### config.mk
export PLATFORM = sky130hd
export DESIGN_NAME = arb_reset_req
export DESIGN_NICKNAME = d
export VERILOG_FILES = /design/src/rtl/arb_reset_pkg.sv /design/src/rtl/arb_reset_gate.sv /design/src/rtl/arb_reset_timer.sv /design/src/rtl/arb_reset_fsm.sv /design/src/rtl/arb_reset_req.sv
export SDC_FILE = /design/constraint.sdc
export NUM_CORES = 1
export LEC_CHECK = 0
export BUFFER_PORTS_ARGS = -buffer_cell sky130_fd_sc_hd__buf_4
export CAP_MARGIN = 30
export CORE_ASPECT_RATIO = 1.25
export CORE_UTILIZATION = 57
export DETAILED_ROUTE_END_ITERATION = 8
export GPL_TIMING_DRIVEN = 1
export MAX_ROUTING_LAYER = met4
export PLACE_DENSITY = 0.89
export SLEW_MARGIN = 20
export SYNTH_ARGS = -nofsm -noshare
export SYNTH_HDL_FRONTEND = slang
export SYNTH_HIERARCHICAL = 1
export SYNTH_SLANG_ARGS = --single-unit
### constraint.sdc
create_clock -name clk -period 6.25 [get_ports clk]
set_input_delay 0.625 -clock clk [delete_from_list [all_inputs] [get_ports clk]]
set_output_delay 0.625 -clock clk [all_outputs]
set_load 0.01 [all_outputs]
### src/rtl/arb_reset_pkg.sv
package arb_reset_pkg;

    typedef enum logic [1:0] {
        ST_IDLE     = 2'd0,
        ST_WAIT_GAP = 2'd1,
        ST_ARB      = 2'd2
    } arb_state_e;

    typedef struct packed {
        logic fair_cancel;
        logic short_reset;
        logic long_reset;
    } arb_pulse_t;

    function automatic logic st_pending(arb_state_e s);
        return (s == ST_WAIT_GAP) || (s == ST_ARB);
    endfunction

endpackage

### src/rtl/arb_reset_gate.sv
module arb_reset_gate #(
    parameter int NPORTS = 4
) (
    input  logic              clk,
    input  logic              rst,
    input  logic              wr_en,
    input  logic              wr_bit,
    input  logic [NPORTS-1:0] port_busy,
    input  logic              idle,
    output logic              accept
);
    logic [NPORTS:0] busy_chain;
    logic            any_busy;

    assign busy_chain[0] = 1'b0;
    for (genvar g = 0; g < NPORTS; g++) begin : g_busy
        assign busy_chain[g+1] = busy_chain[g] | port_busy[g];
    end
    assign any_busy = busy_chain[NPORTS];

    assign accept = wr_en & wr_bit & ~any_busy & idle;

    assert_refuse_busy_R3: assert property (@(posedge clk) disable iff (rst)
        (port_busy != '0) |-> !accept);

    assert_zero_write_R2: assert property (@(posedge clk) disable iff (rst)
        !wr_bit |-> !accept);

endmodule

### src/rtl/arb_reset_timer.sv
module arb_reset_timer #(
    parameter int CNT_W = 16
) (
    input  logic             clk,
    input  logic             rst,
    input  logic             load,
    input  logic             clear,
    input  logic [CNT_W-1:0] limit,
    output logic             expire
);
    logic             running;
    logic [CNT_W-1:0] cnt;

    always_ff @(posedge clk) begin
        if (rst) begin
            running <= 1'b0;
            cnt     <= '0;
        end else if (load) begin
            running <= 1'b1;
            cnt     <= limit;
        end else if (clear) begin
            running <= 1'b0;
            cnt     <= '0;
        end else if (running && cnt != '0) begin
            cnt <= cnt - 1'b1;
        end
    end

    assign expire = running && (cnt == '0);

    assert_no_reload_R9: assert property (@(posedge clk) disable iff (rst)
        load |-> !running);

    assert_expire_once_R12: assert property (@(posedge clk) disable iff (rst)
        (expire && !load) |=> !expire);

endmodule

### src/rtl/arb_reset_fsm.sv
module arb_reset_fsm
    import arb_reset_pkg::*;
(
    input  logic clk,
    input  logic rst,
    input  logic accept,
    input  logic gap_seen,
    input  logic arb_won,
    input  logic expire,
    output logic idle,
    output logic clr_timer,
    output logic arb_req,
    output logic fair_cancel,
    output logic short_reset,
    output logic long_reset
);
    arb_state_e state, state_nx;
    arb_pulse_t pulse_q, pulse_nx;
    logic       won_now;

    assign won_now   = (state == ST_ARB) && arb_won;
    assign idle      = !st_pending(state);
    assign clr_timer = won_now || expire;

    always_comb begin
        state_nx = state;
        pulse_nx = '0;
        unique case (state)
            ST_IDLE: begin
                if (accept) begin
                    state_nx             = ST_WAIT_GAP;
                    pulse_nx.fair_cancel = 1'b1;
                end
            end
            ST_WAIT_GAP, ST_ARB: begin
                if (won_now) begin
                    state_nx             = ST_IDLE;
                    pulse_nx.short_reset = 1'b1;
                end else if (expire) begin
                    state_nx            = ST_IDLE;
                    pulse_nx.long_reset = 1'b1;
                end else if (state == ST_WAIT_GAP && gap_seen) begin
                    state_nx = ST_ARB;
                end
            end
            default: state_nx = ST_IDLE;
        endcase
    end

    always_ff @(posedge clk) begin
        if (rst) begin
            state   <= ST_IDLE;
            pulse_q <= '0;
        end else begin
            state   <= state_nx;
            pulse_q <= pulse_nx;
        end
    end

    assign arb_req     = (state == ST_ARB);
    assign fair_cancel = pulse_q.fair_cancel;
    assign short_reset = pulse_q.short_reset;
    assign long_reset  = pulse_q.long_reset;

    assert_gap_first_R4: assert property (@(posedge clk) disable iff (rst)
        $rose(arb_req) |-> $past(gap_seen));

    assert_hold_req_R5: assert property (@(posedge clk) disable iff (rst)
        (arb_req && !arb_won && !expire) |=> arb_req);

    assert_win_short_R6: assert property (@(posedge clk) disable iff (rst)
        (arb_req && arb_won) |=> (short_reset && !arb_req));

    assert_win_priority_R10: assert property (@(posedge clk) disable iff (rst)
        (arb_req && arb_won && expire) |=> !long_reset);

    assert_early_win_R11: assert property (@(posedge clk) disable iff (rst)
        (!arb_req && !expire) |=> !short_reset);

    assert_exclusive_R12: assert property (@(posedge clk) disable iff (rst)
        $onehot0({short_reset, long_reset}));

    assert_cancel_pulse_R1: assert property (@(posedge clk) disable iff (rst)
        fair_cancel |=> !fair_cancel);

endmodule

### src/rtl/arb_reset_req.sv
module arb_reset_req #(
    parameter int NPORTS = 4,
    parameter int CNT_W  = 16
) (
    input  logic              clk,
    input  logic              rst,
    input  logic              wr_en,
    input  logic              wr_bit,
    input  logic [NPORTS-1:0] port_busy,
    input  logic              gap_seen,
    input  logic              arb_won,
    input  logic [CNT_W-1:0]  tout_limit,
    output logic              arb_req,
    output logic              fair_cancel,
    output logic              short_reset,
    output logic              long_reset,
    output logic              req_rdata
);
    logic idle;
    logic accept;
    logic expire;
    logic clr_timer;

    arb_reset_gate #(.NPORTS(NPORTS)) u_gate (
        .clk       (clk),
        .rst       (rst),
        .wr_en     (wr_en),
        .wr_bit    (wr_bit),
        .port_busy (port_busy),
        .idle      (idle),
        .accept    (accept)
    );

    arb_reset_timer #(.CNT_W(CNT_W)) u_timer (
        .clk    (clk),
        .rst    (rst),
        .load   (accept),
        .clear  (clr_timer),
        .limit  (tout_limit),
        .expire (expire)
    );

    arb_reset_fsm u_fsm (
        .clk         (clk),
        .rst         (rst),
        .accept      (accept),
        .gap_seen    (gap_seen),
        .arb_won     (arb_won),
        .expire      (expire),
        .idle        (idle),
        .clr_timer   (clr_timer),
        .arb_req     (arb_req),
        .fair_cancel (fair_cancel),
        .short_reset (short_reset),
        .long_reset  (long_reset)
    );

    assign req_rdata = 1'b0;

    assert_long_drops_R7: assert property (@(posedge clk) disable iff (rst)
        long_reset |-> !arb_req);

endmodule

==> flow_summary.ini <==
[drt]
drt_first_pass_iters = 4
route.met3.wl_um = 163
top_layer = met4
detail_route.vias_per_cell = 5.986
detailedRoute.firstIterationViolations = 25
drcViolationCount = 0
met1_length_um = 1298
detail-route-antenna-nets = 0
dr_total_vias = 1329
routed_wirelength_um = 3041
routedWlPerCell_um = 13.70
wl_met2_um = 1532

[synth]
ys_top_cells_by_area = dfxtp_1, nor2_1, ha_1
syn_avg_cell_area_um2 = 8.336
dominantRegCellSynth = dfxtp_1
flip_flop_and_latch_count_after_synthesis = 22
synth_sequential_area_ratio_pct = 31.26
synth_top_area_share_pct = 31.26
gate_count_post_synth = 169
synth.cells.most_frequent = nor2_1, dfxtp_1, nand2_1, nor3_1
synth.yosys.warnings = 6
synth_edf_count = 0
syn-cell-area_um2 = 1409
synthMostInstantiatedCell = nor2_1
async_reset_ff_share_pct = 0
post_synth_num_cell_types = 53
post-synth-top-area-cell = dfxtp_1
postSynthNetCount = 201

[power_and_ir_drop]
total_leakage_power_nw = 0.6867
total_power_uw = 425.4
vdd_ir_drop_max_uv = 168.7
power_per_cell_area_nw_per_um2 = 260.4

[grt]
grt_start_max_net_pins = 25
grtUsageTotal_pct = 26.34
grt-ovfl-total = 0
wire_length_of_the_first_global_routing_pass_um = 5154
first_global_vias = 1282
grt_antenna_before_repair = 0

[timing]
final_hold_viol_count = 0
max_freq_mhz = 318.2
finClkSkew_ns = 0.008440
min_period_over_period_pct = 50.28
grt_setup_unrepaired = false
hold_slack_ns = 0.4986
drv_slew = 0
max_slew_margin_pct = 45.19
worst_slew_pin_slew_ns = 0.8191
report.final.setup_viol = 0
final.setup.tns_ns = 0
timing.final.crit_period_ns = 3.143

[cells_and_area]
n_fill_cell = 189
sequential_cell_area_um2 = 440.4
final_cell_area_um2 = 1634
finish.cell_count_without_fillers = 222
multi_input_area_um2 = 877.1
finish.net_count = 225
final_layout_size_suffix_gt1_share_pct = 24.61
n_antenna_cell = 0
synthToLayoutAreaGrowth_pct = 15.99

[die]
design.die.area_um2 = 2676
die_w_um = 46.47
rows = 19
effective_utilization_at_floorplan_pct = 62.38
dieHeight_um = 57.59
top_level_ports = 31
coreArea_um2 = 2258

[clock_network]
post_cts_hold_buffer_count = 0
path_clk_slew_ns = 0.11
post_cts_resized = 0
cts.root.buffer_cell = clkbuf_4
clk_path_buf_depth = 2
cts_made_buffers = 3
clkSinkCount = 22
clock_latency_ns = 0.30
post_cts.repair.setup_buffers = 0
cts_tree = yes
cts_htree_levels = 1

[worst_setup_path]
critPathRequiredTime_ns = 6.45
start_kind = flop
crit_path_frequent_cell = nor2_1
reg2reg_slack_ns = 3.11
worstPathMaxFanout = 24
critical-path-slowest-cell = nor3b_1
critPathArrivalTime_ns = 3.35
critical_path.cell_chain = inv_1 -> ha_1 -> nor3b_1 -> nand4_1 -> nor3_1 -> a21o_1 -> nor2_1 -> nand2_1 -> o22a_2 -> nor2_1 -> a211oi_1
peak_per_stage_delay_on_the_critical_path_ns = 0.62
end_kind = flop
worst_setup_path_category = reg2reg

[min_path]
timing.hold.worst.class = reg2reg

[run]
drv_cap = 0

[place]
postPlaceCellArea_um2 = 1612
finalWeightedCongestion = 0.8129
detailedPlacementHpwl_um = 2234
io_buffers = 29
place_inst = 219

[run_status]
outcome = completed
[flip-flops by register name (all words and copies together), names as in the netlist]
name	cells
u_fsm/short_reset	1
u_timer/running	1
u_fsm/long_reset	1
u_timer/cnt	16
u_fsm/state	2
u_fsm/fair_cancel	1
[per-layer routing]
layer | global-route usage, % | up-vias
met3 | 3.165 | 6
met2 | 43.65 | 46
li1 | - | 657
met1 | 30.78 | 620
met5 | - | -
met4 | 10.92 | 0
[power breakdown]
part	switching [mW]	internal, mW	leakage (nW)	total, mW
combinational	0.102	0.0998	0.495	0.201
clock	0.0389	0.0225	0.0138	0.0614
sequential	0.0125	0.150	0.177	0.163
[worst max-delay path: cells and delay by family (launching register included)]
kind                       cells  cell delay, ns
and+or+nand+nor                6            1.48
AOI/OAI and AO/OA              3            0.92
DFF                            1            0.36
adders and majority gates      1            0.20
buffers and inverters          1            0.07
[area by class of cell]
type / count / area share [%]
Tap cell: 31 / 2.374
Clock buffer: 3 / 1.378
Inverter: 8 / 1.838
Sequential cell: 22 / 26.95
Timing Repair Buffer: 30 / 13.78
Multi-Input combinational cell: 128 / 53.68
[cells by family (layout without fill, tap and decap cells)]
logic type / Yosys count / in the layout / share of synthesized area (%)
multiplexers: 2 / 2 / 1.776
AO/OA/AOI/OAI: 42 / 42 / 22.65
adder cells (fa/ha/maj): 6 / 6 / 5.328
other: 1 / 1 / 0.2662
flip-flops: 22 / 22 / 31.26
buffers and inverters: 19 / 41 / 6.483
XOR/XNOR: 6 / 6 / 3.730
AND/OR/NAND/NOR: 71 / 71 / 28.51
[path summary, 6_finish.rpt]
kind                   start              end  cells after the start
min          u_timer/cnt[11]  u_timer/cnt[11]                      2
max reg2reg   u_timer/cnt[0]   u_timer/cnt[5]                     11
max           u_timer/cnt[0]   u_timer/cnt[5]                     11
min reg2reg  u_timer/cnt[11]  u_timer/cnt[11]                      2
[metrics by stage]
| stage | util [%] | worst slack (ns) |
|---|---|---|
| 2_1_floorplan | - | 3.662 |
| 3_3_place_gp | 71.36 | 3.395 |
| 3_5_place_dp | 71.36 | 3.198 |
| 4_1_cts | 72.35 | 3.170 |
| 5_1_grt | 72.35 | 2.832 |
| 6_report | 72.35 | 3.107 |
[cells in the final DEF (no fill, tap or decap), types with 2 or more instances in the layout]
cell,synthesis,layout
or4_4,2,2
nor4_1,2,2
a21o_1,3,3
nor2_1,23,23
nor3_1,10,10
nand2b_1,3,3
buf_4,1,30
nand4_1,2,2
a211oi_1,7,7
clkbuf_4,0,3
inv_1,8,8
or4_1,2,2
nor3b_1,2,2
xor2_1,5,5
a22oi_1,6,6
o31ai_1,2,2
ha_1,6,6
dfxtp_1,22,22
nand2_1,13,13
o21ai_0,2,2
a21oi_1,8,8
Power figures use the tool's default switching activity.
